## config.mk

```make
export PLATFORM = sky130hd
export DESIGN_NAME = tx_link_phase_ctrl
export DESIGN_NICKNAME = d
export VERILOG_FILES = /design/src/rtl/tlp_pkg.sv /design/src/rtl/tlp_cfg_hold.sv /design/src/rtl/tlp_mf_counter.sv /design/src/rtl/tlp_phase_fsm.sv /design/src/rtl/tlp_flag_gen.sv /design/src/rtl/tx_link_phase_ctrl.sv
export SDC_FILE = /design/constraint.sdc
export NUM_CORES = 1
export LEC_CHECK = 0
export BUFFER_PORTS_ARGS = -buffer_cell sky130_fd_sc_hd__buf_2
export CAP_MARGIN = 25
export CORE_MARGIN = 2
export CORE_UTILIZATION = 52
export CTS_BUF_LIST = sky130_fd_sc_hd__clkbuf_2 sky130_fd_sc_hd__clkbuf_4 sky130_fd_sc_hd__clkbuf_8
export DETAILED_ROUTE_END_ITERATION = 12
export GPL_ROUTABILITY_DRIVEN = 0
export MAX_ROUTING_LAYER = met4
export PLACE_DENSITY = 0.73
export RECOVER_POWER = 50
export SLEW_MARGIN = 20
export SYNTH_ARGS = -nofsm -noshare
export SYNTH_HDL_FRONTEND = slang
export SYNTH_SLANG_ARGS = --single-unit
```

## constraint.sdc

```tcl
create_clock -name clk -period 3.5 [get_ports clk]
set_clock_uncertainty 0.05 [all_clocks]
set_input_delay 0.525 -clock clk [delete_from_list [all_inputs] [get_ports clk]]
set_output_delay 0.525 -clock clk [all_outputs]
set_load 0.05 [all_outputs]
```

## src/rtl/tlp_pkg.sv

```systemverilog
package tlp_pkg;
  typedef enum logic [1:0] {
    PH_SYNC  = 2'd0,
    PH_ALIGN = 2'd1,
    PH_DATA  = 2'd2
  } tlp_phase_e;
endpackage

```

## src/rtl/tlp_cfg_hold.sv

```systemverilog
module tlp_cfg_hold #(
  parameter int F_W    = 8,
  parameter int K_W    = 5,
  parameter int OCT_SH = 2,
  localparam int FK_W  = F_W + K_W + 1,
  localparam int WC_W  = FK_W - OCT_SH
) (
  input  logic            clk,
  input  logic            rst_n,
  input  logic            capture,
  input  logic [F_W-1:0]  cfg_f,
  input  logic [K_W-1:0]  cfg_k,
  output logic [WC_W-1:0] wpm_last
);
  logic [FK_W-1:0] fk_c;
  logic [WC_W-1:0] words_c;

  always_comb begin
    fk_c    = (FK_W'(cfg_f) + FK_W'(1)) * (FK_W'(cfg_k) + FK_W'(1));
    words_c = fk_c[FK_W-1:OCT_SH];
  end

  always_ff @(posedge clk or negedge rst_n) begin
    if (!rst_n)       wpm_last <= '0;
    else if (capture) wpm_last <= words_c - WC_W'(1);
  end


  fk_mult4_chk: assert property (@(posedge clk) disable iff (!rst_n)
    capture |-> (fk_c[OCT_SH-1:0] == '0 && words_c != '0));
endmodule

```

## src/rtl/tlp_mf_counter.sv

```systemverilog
module tlp_mf_counter #(
  parameter int WC_W    = 12,
  parameter int ILAS_MF = 4,
  localparam int MF_W   = (ILAS_MF > 1) ? $clog2(ILAS_MF) : 1
) (
  input  logic            clk,
  input  logic            rst_n,
  input  logic            run,
  input  logic [WC_W-1:0] wpm_last,
  output logic [WC_W-1:0] word_idx,
  output logic [MF_W-1:0] mf_idx,
  output logic            last_mf,
  output logic            align_done
);
  localparam logic [MF_W-1:0] MF_LAST = MF_W'(ILAS_MF - 1);
  logic mf_wrap;

  always_comb begin
    mf_wrap    = (word_idx == wpm_last);
    last_mf    = (mf_idx == MF_LAST);
    align_done = mf_wrap && last_mf;
  end

  always_ff @(posedge clk or negedge rst_n) begin
    if (!rst_n) begin
      word_idx <= '0;
      mf_idx   <= '0;
    end else if (!run) begin
      word_idx <= '0;
      mf_idx   <= '0;
    end else if (mf_wrap) begin
      word_idx <= '0;
      if (!last_mf) mf_idx <= mf_idx + MF_W'(1);
    end else begin
      word_idx <= word_idx + WC_W'(1);
    end
  end


  word_in_range_chk: assert property (@(posedge clk) disable iff (!rst_n)
    run |-> word_idx <= wpm_last);

  mf_monotone_chk: assert property (@(posedge clk) disable iff (!rst_n)
    run && !mf_wrap |=> $stable(mf_idx) || !$past(run));
endmodule

```

## src/rtl/tlp_phase_fsm.sv

```systemverilog
module tlp_phase_fsm
  import tlp_pkg::*;
(
  input  logic       clk,
  input  logic       rst_n,
  input  logic       sync_req_n,
  input  logic       align_done,
  output tlp_phase_e phase
);
  tlp_phase_e phase_nx;

  always_comb begin
    phase_nx = phase;
    if (!sync_req_n) begin
      phase_nx = PH_SYNC;
    end else begin
      case (phase)
        PH_SYNC:  phase_nx = PH_ALIGN;
        PH_ALIGN: if (align_done) phase_nx = PH_DATA;
        PH_DATA:  phase_nx = PH_DATA;
        default:  phase_nx = PH_SYNC;
      endcase
    end
  end

  always_ff @(posedge clk or negedge rst_n) begin
    if (!rst_n) phase <= PH_SYNC;
    else        phase <= phase_nx;
  end


  data_no_return_chk: assert property (@(posedge clk) disable iff (!rst_n)
    phase == PH_DATA |=> phase != PH_ALIGN);

  sync_exit_chk: assert property (@(posedge clk) disable iff (!rst_n)
    phase == PH_SYNC && sync_req_n |=> phase == PH_ALIGN);
endmodule

```

## src/rtl/tlp_flag_gen.sv

```systemverilog
module tlp_flag_gen
  import tlp_pkg::*;
#(
  parameter int WC_W    = 12,
  parameter int OPW     = 4,
  parameter int MF_W    = 2,
  localparam int OCT_SH = $clog2(OPW)
) (
  input  tlp_phase_e      phase,
  input  logic [WC_W-1:0] word_idx,
  input  logic            last_mf,
  output logic            link_ready,
  output logic            frame_ready,
  output logic [OPW-1:0]  sof_mf
);
  logic active;

  always_comb begin
    active      = (phase != PH_SYNC);
    link_ready  = (phase == PH_DATA);
    frame_ready = link_ready || (phase == PH_ALIGN && last_mf);
  end

  // Octet position p counts from the first octet (MSB side) of the word.
  for (genvar p = 0; p < OPW; p++) begin : g_oct
    logic [WC_W+OCT_SH-1:0] oct_off;
    always_comb begin
      oct_off            = {word_idx, OCT_SH'(p)};
      sof_mf[OPW-1-p]    = active && (oct_off == '0);
    end
  end
endmodule

```

## src/rtl/tx_link_phase_ctrl.sv

```systemverilog
module tx_link_phase_ctrl
  import tlp_pkg::*;
#(
  parameter int F_W     = 8,
  parameter int K_W     = 5,
  parameter int OPW     = 4,
  parameter int ILAS_MF = 4,
  localparam int OCT_SH = $clog2(OPW),
  localparam int FK_W   = F_W + K_W + 1,
  localparam int WC_W   = FK_W - OCT_SH,
  localparam int MF_W   = (ILAS_MF > 1) ? $clog2(ILAS_MF) : 1
) (
  input  logic           clk,
  input  logic           rst_n,
  input  logic           sync_req_n,
  input  logic [F_W-1:0] cfg_f,
  input  logic [K_W-1:0] cfg_k,
  output logic           link_ready,
  output logic           frame_ready,
  output logic [OPW-1:0] sof_mf
);
  tlp_phase_e      phase;
  logic [WC_W-1:0] wpm_last;
  logic [WC_W-1:0] word_idx;
  logic [MF_W-1:0] mf_idx;
  logic            last_mf;
  logic            align_done;

  tlp_cfg_hold #(.F_W(F_W), .K_W(K_W), .OCT_SH(OCT_SH)) u_cfg (
    .clk(clk), .rst_n(rst_n), .capture(phase == PH_SYNC),
    .cfg_f(cfg_f), .cfg_k(cfg_k), .wpm_last(wpm_last)
  );

  tlp_mf_counter #(.WC_W(WC_W), .ILAS_MF(ILAS_MF)) u_cnt (
    .clk(clk), .rst_n(rst_n), .run(phase != PH_SYNC), .wpm_last(wpm_last),
    .word_idx(word_idx), .mf_idx(mf_idx), .last_mf(last_mf),
    .align_done(align_done)
  );

  tlp_phase_fsm u_fsm (
    .clk(clk), .rst_n(rst_n), .sync_req_n(sync_req_n),
    .align_done(align_done), .phase(phase)
  );

  tlp_flag_gen #(.WC_W(WC_W), .OPW(OPW), .MF_W(MF_W)) u_flags (
    .phase(phase), .word_idx(word_idx), .last_mf(last_mf),
    .link_ready(link_ready), .frame_ready(frame_ready), .sof_mf(sof_mf)
  );


  sync_clears_chk: assert property (@(posedge clk) disable iff (!rst_n)
    !sync_req_n |=> !link_ready && !frame_ready && sof_mf == '0);

  link_implies_frame_chk: assert property (@(posedge clk) disable iff (!rst_n)
    link_ready |-> frame_ready);

  frame_at_boundary_chk: assert property (@(posedge clk) disable iff (!rst_n)
    $rose(frame_ready) && !link_ready |-> sof_mf[OPW-1]);

  one_marker_chk: assert property (@(posedge clk) disable iff (!rst_n)
    $countones(sof_mf) <= 1);

  len_frozen_chk: assert property (@(posedge clk) disable iff (!rst_n)
    phase != PH_SYNC && $past(phase) != PH_SYNC |-> $stable(wpm_last));
endmodule

```

==> impl_metrics.py, run 1 <==
metrics = {
    "finish": {
        "syn2layout_area_growth_pct": 51.5,
        "n_fill_cell": 345,
        "multiInputGateArea_um2": 3270,
        "final_layout_size_suffix_gt1_frac": 0.446,
        "layout.nets": 571,
        "antenna_cells": 0,
        "ff_latch_area_um2": 701,
        "utilization": 0.815,
    },
    "detailed_routing": {
        "via_per_inst": 6.17,
        "drt_iter0_drc": 330,
        "ant_nets": 0,
        "wl_per_cell_um": 20.6,
        "first_pass_iters": 5,
        "wl_um": 11800,
        "vias": 3533,
        "drc": 0,
    },
    "synthesis": {
        "synth_top_family_by_area": "adder cells",
        "yosysSeqAreaShare": 0.204,
        "synthDistinctLibCells": 53,
        "synth_warnings": 0,
        "synth-xor-area-share": 0.120,
        "synth_edf_count": 0,
        "synth-compound-area-share": 0.113,
        "syn_area_um2": 3430,
        "synth_fa_ha_area_frac": 0.272,
        "async_flop_share": 1.00,
        "synth_top_flop_cell": "dfrtp_1",
        "syn_inst": 392,
        "synth.avg_cell_area_um2": 8.76,
        "synth-seq-cells": 28,
        "synthSimpleGateAreaFrac": 0.192,
        "muxShareOfSynthArea": 0.0215,
    },
    "power": {
        "powerDensity_nw_per_um2": 712,
        "power_leakage_nw": 2.38,
        "switching_share": 0.475,
        "p_sw_mw": 1.76,
        "power_mw": 3.70,
        "vdd_ir_drop_max_uv": 550,
        "pwr-share-comb": 0.810,
        "seq_power_share": 0.136,
        "p_clk_frac": 0.054,
        "intPower_mw": 1.94,
    },
    "placement": {
        "port-buffer-count": 18,
        "dp_hpwl_um": 6310,
    },
    "grt": {
        "antenna_found_initial": 0,
        "grt_first_pass_wirelength_um": 16100,
        "overflow": 0,
        "track_usage": 0.284,
        "grt_pass1_vias": 3465,
        "grt_max_degree": 29,
    },
    "timing": {
        "hold_ws_ns": 0.475,
        "slew_violations": 0,
        "fin_crit_sh": 1.40,
        "hold_violations": 0,
        "relSlewSlack": 0.00957,
        "finalSetupViolCount": 9,
        "fin_crit_ns": 4.90,
        "fin_ws_ns": -1.40,
        "finalSetupTns_ns": -9.73,
        "rsz0062_at_grt": "yes",
        "tightest_slew_ns": 1.49,
        "maxClockFrequency_mhz": 204,
    },
    "floorplan": {
        "ios": 22,
        "placementRows": 29,
        "die_x_um": 85.3,
        "die_height_um": 85.3,
        "core_area_um2": 6390,
        "initial_core_util": 0.538,
        "die_area_um2": 7270,
    },
    "cts": {
        "clk_pin_slew_worst_paths_ns": 0.09,
        "cts_tree": "done",
        "clock_latency_ns": 0.27,
        "cts_sinks": 28,
        "clock-root-buffer": "clkbuf_8",
        "h-tree-depth": 1,
        "cts_buffers": 3,
        "cts_buffer_depth": 2,
        "hold_buffers": 0,
    },
    "run": {
        "cap_violations": 0,
    },
    "worst_setup_path": {
        "crit_fanout": 6,
        "startpoint_type": "primary input",
        "cp.required_ns": 3.61,
        "critical_path_class": "primary input to flop",
        "cp.arrival_ns": 5.01,
        "end_kind": "flop",
    },
    "status": {
        "violations": "negative setup slack",
        "status": "complete, but fails checks",
    },
    "min_path": {
        "hp-class": "primary input to flop",
    },
}
==> through the flow <==
stage               instance area, µm²  std cells  setup WS, ns
floorplan                         3700        394         -1.36
global placement                  4340        549         -1.57
detailed placement                4340        549         -1.72
CTS                               4940        572         -1.15
global route                      5200        573         -1.45
finish                            5200        573         -1.40
==> state kept, by name (all words and copies together) (netlist names) <==
register / flops
u_fsm.phase: 2
u_cnt.word_idx: 12
u_cfg.wpm_last: 12
u_cnt.mf_idx: 2
==> metal layers <==
| layer | track usage | vias to the layer above | routed length [µm] |
|---|---|---|---|
| li1 | - | 1506 | - |
| met1 | 0.370 | 1721 | 4440 |
| met2 | 0.485 | 230 | 5710 |
| met3 | 0.0292 | 76 | 857 |
| met4 | 0.0519 | 0 | 766 |
| met5 | - | - | 0 |
==> cells in the mapped netlist (all sizes together) (2+ instances only) <==
cell type	instances	share of area
or2	11	0.020
mux2	3	0.0098
buf	9	0.020
a31oi	2	0.0036
a21o	5	0.013
nand3	14	0.020
nor2	67	0.073
mux2i	4	0.012
a221oi	3	0.0077
nand2b	3	0.0055
xor2	27	0.069
a211oi	4	0.010
fa	28	0.16
ha	30	0.11
or3	4	0.0087
nand2	11	0.012
nor3	3	0.0044
nor4	9	0.016
o221ai	2	0.0069
o21a	2	0.0044
inv	47	0.051
clkbuf	4	0.0044
nand4	3	0.0055
a21oi	17	0.025
xnor2	20	0.051
dfrtp	28	0.20
and3	8	0.015
o211ai	3	0.0066
nand3b	2	0.0044
a211o	2	0.0055
o21ai	4	0.0058
==> power groups by stage <==
stage / Sequential [mW] / Combinational [mW] / Clock, mW
2_1_floorplan: 0.478 / 1.42 / 0
4_1_cts: 0.497 / 2.51 / 0.199
3_3_place_gp: 0.498 / 1.99 / 0
6_report: 0.505 / 3.00 / 0.200
5_1_grt: 0.511 / 3.15 / 0.213
3_5_place_dp: 0.502 / 2.05 / 0
==> final timing paths <==
| path | endpoint | slack, ns | startpoint | cells past startpoint |
|---|---|---|---|---|
| hold reg to reg | u_cfg.wpm_last[3]$_DFFE_PN0P_ | 0.50 | u_cfg.wpm_last[3]$_DFFE_PN0P_ | 1 |
| max in group asynchronous | u_fsm.phase[1]$_DFFE_PN0P_ | 1.99 | rst_n | 1 |
| setup / recovery | u_cfg.wpm_last[10]$_DFFE_PN0P_ | -1.40 | cfg_f[1] | 19 |
| setup reg to reg | u_cnt.mf_idx[1]$_DFFE_PN0P_ | 1.36 | u_cnt.word_idx[7]$_DFF_PN0_ | 6 |
| hold / removal | u_fsm.phase[1]$_DFFE_PN0P_ | 0.47 | sync_req_n | 3 |
| min in group asynchronous | u_cnt.word_idx[5]$_DFF_PN0_ | 0.54 | rst_n | 1 |
==> placed cells by master, fill, tap and decap left out, types with 10 or more instances in the layout <==
master	count
buf_4	77
dfrtp_1	28
nor2_1	49
inv_1	41
fa_1	26
xor2_1	20
buf_2	10
ha_1	19
nand2_1	11
xnor2_1	10
ha_4	10
buf_6	19
a21oi_1	11
nor2_4	10
==> repair_timing <==
item / CTS / global route
setup buffers: 22 / 8
pin swaps: 62 / 43
gates resized for setup: 82 / 48
endpoints found under the setup margin: 10 / 10
==> final cells by class <==
class / count / area share
multi-input combinational: 306 / 0.629
sequential: 28 / 0.135
clock buffer: 4 / 0.0106
tap: 77 / 0.0185
timing repair buffer: 111 / 0.174
inverter: 47 / 0.0339
==> logic make-up (layout without fill, tap and decap cells) <==
logic type               after synthesis  count (layout)
flip-flops                            28              28
AND/OR/NAND/NOR                      138             138
other                                  1               3
AO/OA/AOI/OAI                         53              53
buffers and inverters                 60             162
XOR/XNOR                              47              47
adder cells (fa/ha/maj)               58              58
multiplexers                           7               7
==> worst max-delay path, stage by stage <==
cell and delay, ns:
buf_8 0.10, ha_4 0.16, nand3_4 0.14, xor2_4 0.30, nor2_1 0.12, fa_1 0.53
fa_1 0.59, inv_2 0.06, fa_1 0.47, inv_2 0.10, ha_4 0.16, buf_6 0.13
buf_4 0.14, a31oi_4 0.10, nor2b_2 0.21, o311ai_4 0.16, a211o_2 0.39, o311a_1 0.31
a221o_1 0.27
Note: power is estimated with default switching activity, not from simulation.
==> inputs of run 2 (changes only) <==
--- a/config.mk
+++ b/config.mk
@@ -5,6 +5,7 @@
 export SDC_FILE = /design/constraint.sdc
 export NUM_CORES = 1
 export LEC_CHECK = 0
+export ABC_AREA = 1
 export BUFFER_PORTS_ARGS = -buffer_cell sky130_fd_sc_hd__buf_2
 export CAP_MARGIN = 25
 export CORE_MARGIN = 2
==> run 2 against run 1 <==
  * The flow finishes with violations (max-capacitance violations, negative setup slack)
  * Maximum frequency is 15% higher
  * Combinational power fell by 14%
  * Sequential power about the same
  * Via count rose by 3.9%
  * Utilization decreased by 5.7 points
  * Clock power increased by 31%
  * Critical path depth up 7
  * Routed wire length decreased by 12%
  * Die area increased by 5.9%
  * Design area decreased by 1.1%
  * Critical endpoint is now u_cfg.wpm_last[11]$_DFFE_PN0P_
==> impl_metrics.py, run 2 <==
metrics = {
    "status": {
        "status": "complete, but fails checks",
        "violations": "max-capacitance violations, negative setup slack",
    },
    "synthesis": {
        "synth_top_cells_by_area": "dfrtp_1 19%, fa_1 15%, nand2_1 12%",
        "synth_warnings": 0,
        "synth_top_area_frac": 0.192,
        "yosys.area.top_type": "dfrtp_1",
        "synth_fa_ha_area_frac": 0.257,
        "yosysSeqAreaShare": 0.192,
        "async_flop_share": 1.00,
        "synth_top_family_by_area": "simple AND/OR/NAND/NOR gates",
        "muxShareOfSynthArea": 0,
        "synth-seq-cells": 28,
        "synthDistinctLibCells": 38,
        "synth_edf_count": 0,
        "synth-xor-area-share": 0.0528,
        "synth_top_flop_cell": "dfrtp_1",
        "synth-compound-area-share": 0.0408,
        "synthSimpleGateAreaFrac": 0.340,
        "yosysMostFrequentCell": "nand2_1",
        "synth_common_cells": "120 x nand2_1, 92 x inv_1, 68 x nor2_1",
        "syn_inst": 512,
        "synth.avg_cell_area_um2": 7.12,
        "syn_area_um2": 3650,
    },
    "min_path": {
        "hp-class": "flop to flop",
    },
    "finish": {
        "syn2layout_area_growth_pct": 41.1,
        "layout_commonest_cell": "nand2_1",
        "utilization": 0.757,
        "final_cell_mix": "92 x nand2_1, 74 x inv_1, 66 x buf_4",
        "reg_top3": "u_cfg.wpm_last: 12 flops, u_cnt.word_idx: 12 flops",
        "multiInputGateArea_um2": 3120,
        "final_layout_size_suffix_gt1_frac": 0.398,
        "antenna_cells": 0,
        "n_fill_cell": 451,
        "layout.nets": 680,
        "ff_latch_area_um2": 701,
    },
    "floorplan": {
        "initial_core_util": 0.537,
        "die_x_um": 87.8,
        "placementRows": 30,
        "die_height_um": 87.8,
        "ios": 22,
        "core_area_um2": 6790,
        "die_area_um2": 7700,
    },
    "timing": {
        "finalSetupViolCount": 9,
        "relSlewSlack": 0.00332,
        "hold_violations": 0,
        "tightest_slew_ns": 1.50,
        "fin_crit_sh": 1.22,
        "fin_crit_ns": 4.27,
        "maxClockFrequency_mhz": 234,
        "fin_ws_ns": -0.774,
        "rsz0062_at_grt": "yes",
        "slew_violations": 0,
    },
    "cts": {
        "cts_buffers": 3,
        "clock-root-buffer": "clkbuf_8",
        "clk_pin_slew_worst_paths_ns": 0.09,
        "h-tree-depth": 1,
        "clock_latency_ns": 0.29,
        "cts_buffer_depth": 2,
        "cts_tree": "done",
        "cts_sinks": 28,
    },
    "detailed_routing": {
        "drt-met1-wl_um": 4320,
        "drt_iter0_drc": 235,
        "top_layer_used": "met4",
        "first_pass_iters": 5,
        "vias": 3670,
        "wl_met3_um": 497,
        "wl_um": 10400,
        "via_per_inst": 5.24,
        "wl_per_cell_um": 14.8,
        "dr_wl_met2_um": 5180,
        "ant_nets": 0,
        "drc": 0,
    },
    "worst_setup_path": {
        "startpoint_type": "primary input",
        "cp.arrival_ns": 4.45,
        "crit_fanout": 5,
        "max_stage_delay_ns": 0.53,
        "cp.required_ns": 3.68,
        "end_kind": "flop",
        "critical_path_class": "primary input to flop",
        "cp_slowest_cell": "fa_1",
    },
    "grt": {
        "grt_pass1_vias": 3546,
        "grt_first_pass_wirelength_um": 15400,
        "overflow": 0,
        "grt_max_degree": 29,
        "antenna_found_initial": 0,
        "track_usage": 0.258,
    },
    "placement": {
        "dp_hpwl_um": 6610,
        "pre_cts_slack_ns": -0.982,
        "port-buffer-count": 18,
    },
    "power": {
        "vdd_ir_drop_max_uv": 435,
        "power_leakage_nw": 2.69,
        "powerDensity_nw_per_um2": 650,
    },
    "run": {
        "cap_violations": 1,
    },
}
## run 2: cell types whose count changed in the layout (fill, tap and decap cells not counted), moves of 6 or more
cell / delta
nand2_1: +81
inv_1: +33
nand2_2: +24
nand2_4: +18
inv_2: +17
buf_4: -11
nand3_1: +9
nand4_1: +9
nor2_2: +9
xor2_1: -9
buf_6: -7
xnor2_1: -6
## run 2: worst max-delay path, delay by kind of cell
kind / cells / cell delay (ns)
simple gates: 14 / 1.17
xor+xnor: 1 / 0.24
fa+ha+maj: 5 / 2.01
buf+inv: 6 / 0.47
## run 2: cell type report
class                      count  area share
timing repair buffer          95       0.150
sequential                    28       0.136
clock buffer                   3     0.00802
clock inverter                 1     0.00584
inverter                      98      0.0717
tap                           96      0.0233
multi-input combinational    380       0.605
## run 2: routing by layer
layer	track usage	vias to the layer above
met5	-	-
met3	0.0302	41
met1	0.355	1759
met4	0.0503	0
li1	-	1746
met2	0.415	124
## run 2: final timing paths
| path | from | to | slack, ns | depth (start not counted) |
|---|---|---|---|---|
| min | u_cnt.mf_idx[1]$_DFFE_PN0P_ | u_cnt.mf_idx[1]$_DFFE_PN0P_ | 0.44 | 2 |
| min in group asynchronous | rst_n | u_cnt.word_idx[2]$_DFF_PN0_ | 0.53 | 1 |
| max | cfg_k[0] | u_cfg.wpm_last[11]$_DFFE_PN0P_ | -0.77 | 26 |
| max in group asynchronous | rst_n | u_cnt.word_idx[10]$_DFF_PN0_ | 2.00 | 1 |
| max reg2reg | u_fsm.phase[0]$_DFFE_PN0P_ | u_cnt.mf_idx[0]$_DFFE_PN0P_ | 1.48 | 8 |
| min reg2reg | u_cnt.mf_idx[1]$_DFFE_PN0P_ | u_cnt.mf_idx[1]$_DFFE_PN0P_ | 0.44 | 2 |
## run 2: stage by stage
stage | instance area [µm²] | hold WS [ns] | TNS (ns) | instances | total power, mW
final | 5150 | 0.443 | -5.86 | 701 | 3.35
after global routing | 5150 | 0.502 | -7.14 | 701 | 3.59
after CTS | 4820 | 0.214 | -4.08 | 689 | 2.99
after detailed placement | 4410 | 0.426 | -7.81 | 666 | 2.54
after global placement | 4410 | 0.417 | -6.96 | 666 | 2.47
after floorplan | 3910 | 0.179 | -3.73 | 514 | 2.04
## run 2: what timing repair did
item	CTS	global route
hold buffers	0	0
resized for setup	55	66
buffers inserted	21	13
setup endpoints to repair	10	10
pin swaps	64	65
## run 2: logic make-up after synthesis
group | Yosys count
xor gates and xnor gates | 22
and+or+nand+nor | 272
DFF | 28
adders and majority gates | 58
other | 1
AOI/OAI and AO/OA | 25
buffers and inverters | 106
## run 2: where the power goes
group	internal (mW)	switching, mW	total, mW	leakage [nW]
Combinational	1.06	1.53	2.58	2.29
Clock	0.154	0.108	0.262	0.0357
Sequential	0.427	0.0766	0.504	0.364
==> inputs of run 3 (changes only) <==
--- a/config.mk
+++ b/config.mk
@@ -14,7 +14,7 @@
 export DETAILED_ROUTE_END_ITERATION = 12
 export GPL_ROUTABILITY_DRIVEN = 0
 export MAX_ROUTING_LAYER = met4
-export PLACE_DENSITY = 0.73
+export PLACE_DENSITY = 0.8
 export RECOVER_POWER = 50
 export SLEW_MARGIN = 20
 export SYNTH_ARGS = -nofsm -noshare
==> run 3 against run 2 <==
  * The flow finishes with violations (max-capacitance violations, max-slew violations, negative setup slack)
  * Routed wire length increased by 2.1%
  * Flip-flop and latch count is the same
  * First-iteration DRC count is 3.0% lower
  * Register-to-register slack worse by 0.13 ns
  * Critical endpoint unchanged
  * Highest routed layer unchanged
==> impl_metrics.py, run 3 (synthesis gave the netlist of run 2 again) <==
metrics = {
    "grt": {
        "grt_max_degree": 29,
        "overflow": 0,
        "track_usage": 0.252,
        "grt_first_pass_wirelength_um": 15100,
        "grt_pass1_vias": 3520,
        "antenna_found_initial": 0,
    },
    "timing": {
        "maxClockFrequency_mhz": 232,
        "relSlewSlack": -0.0157,
        "fin_crit_sh": 1.23,
        "fin_ws_ns": -0.810,
        "hold_ws_ns": 0.462,
        "slew_violations": 29,
        "tightest_slew_ns": 1.52,
        "finalSetupTns_ns": -6.18,
        "hold_violations": 0,
        "finalSetupViolCount": 9,
        "rsz0062_at_grt": "yes",
        "fin_crit_ns": 4.31,
    },
    "finish": {
        "layout.cells.non_filler": 685,
        "multiInputGateArea_um2": 3030,
        "final_layout_size_suffix_gt1_frac": 0.353,
        "reg_top3": "u_cfg.wpm_last: 12 flops, u_cnt.word_idx: 12 flops",
        "layout.nets": 664,
        "final_cell_mix": "99 x nand2_1, 78 x inv_1, 55 x buf_4",
        "syn2layout_area_growth_pct": 34.3,
        "ff_latch_area_um2": 701,
        "n_fill_cell": 453,
        "antenna_cells": 0,
        "layout_commonest_cell": "nand2_1",
    },
    "run": {
        "cap_violations": 1,
    },
    "worst_setup_path": {
        "cp.required_ns": 3.64,
        "cp_slowest_cell": "fa_1",
        "crit_fanout": 5,
        "startpoint_type": "primary input",
        "end_kind": "flop",
        "reg2regPathDepth": 7,
        "cp.depth": 26,
        "crit_end": "u_cfg.wpm_last[11]$_DFFE_PN0P_",
        "max_stage_delay_ns": 0.56,
        "crit_path_start": "cfg_f[0]",
        "critical_path_class": "primary input to flop",
        "r2r_start": "u_fsm.phase[1]$_DFFE_PN0P_",
        "r2r_slack_ns": 1.35,
        "cp_common_cell": "nand2_1",
        "crit_family": "adder cells",
        "reg2reg_to": "u_cnt.mf_idx[0]$_DFFE_PN0P_",
        "path_buf_inv": 6,
        "cp.arrival_ns": 4.45,
    },
    "detailed_routing": {
        "wl_um": 10600,
        "first_pass_iters": 6,
        "vias": 3702,
        "via_per_inst": 5.40,
        "drc": 0,
        "ant_nets": 0,
        "drt_iter0_drc": 228,
        "wl_per_cell_um": 15.4,
    },
    "power": {
        "power_leakage_nw": 2.57,
        "vdd_ir_drop_max_uv": 339,
        "powerDensity_nw_per_um2": 678,
        "power_mw": 3.32,
    },
    "min_path": {
        "hp-class": "flop to flop",
    },
    "cts": {
        "h-tree-depth": 1,
        "cts_buffer_depth": 2,
        "clock-root-buffer": "clkbuf_8",
        "hold_buffers": 0,
        "cts_buffers": 3,
        "clk_pin_slew_worst_paths_ns": 0.11,
        "cts_sinks": 28,
        "cts_tree": "done",
        "clock_latency_ns": 0.29,
    },
    "status": {
        "status": "complete, but fails checks",
        "violations": "max-capacitance violations, max-slew violations, negative setup slack",
    },
    "floorplan": {
        "die_x_um": 87.8,
        "die_area_um2": 7700,
        "ios": 22,
        "core_area_um2": 6790,
        "placementRows": 30,
        "initial_core_util": 0.537,
        "die_height_um": 87.8,
    },
    "placement": {
        "pre_cts_slack_ns": -0.949,
        "dp_hpwl_um": 6870,
        "placed_cells": 658,
        "port-buffer-count": 18,
    },
}
-- run 3: cell types whose count changed in the layout (fill, tap and decap cells not counted), moves of 4 or more --
cell     before  now
buf_4        66   55
inv_2        23   19
nand3_1      17   21
nand2_2      24   20
nor2_2       17   21
inv_1        74   78
nand2_1      92   99
-- run 3: routing by layer --
metal | global-route usage | share of wire
met1 | 0.307 | 0.37
met2 | 0.448 | 0.53
met3 | 0.0302 | 0.056
met4 | 0.0573 | 0.044
met5 | - | 0
-- run 3: worst min-delay path by stage --
stage	start	to	slack, ns	depth (start not counted)
CTS	rst_n	u_cnt.word_idx[9]$_DFF_PN0_	0.22	1
floorplan	rst_n	u_cfg.wpm_last[0]$_DFFE_PN0P_	0.18	0
global placement	u_cnt.mf_idx[1]$_DFFE_PN0P_	u_cnt.mf_idx[1]$_DFFE_PN0P_	0.41	2
global route	u_cnt.word_idx[0]$_DFF_PN0_	u_cnt.word_idx[0]$_DFF_PN0_	0.49	1
detailed placement	u_cnt.mf_idx[1]$_DFFE_PN0P_	u_cnt.mf_idx[1]$_DFFE_PN0P_	0.43	2
finish	u_cnt.word_idx[0]$_DFF_PN0_	u_cnt.word_idx[0]$_DFF_PN0_	0.46	1
-- run 3: stage by stage --
step | area, µm² | utilization
5_1_grt | 4900 | 0.721
4_1_cts | 4620 | 0.680
3_3_place_gp | 4350 | 0.641
6_report | 4900 | 0.721
3_5_place_dp | 4350 | 0.641
2_1_floorplan | 3910 | -
-- run 3: layout make-up --
type / instances / share of cell area
multi-input combinational: 380 / 0.618
clock inverter: 1 / 0.00613
tap: 96 / 0.0245
clock buffer: 3 / 0.00843
timing repair buffer: 79 / 0.124
inverter: 98 / 0.0756
sequential: 28 / 0.143
-- run 3: where the power goes --
part	total, mW	internal [mW]	switching (mW)
combinational	2.56	1.03	1.52
sequential	0.503	0.427	0.0761
clock	0.261	0.153	0.108
-- run 3: repair_timing --
item                                    in CTS  in global routing
setup buffers                               13                 10
pin swaps                                   38                 56
endpoints found under the setup margin      10                 10
resized for setup                           33                 55
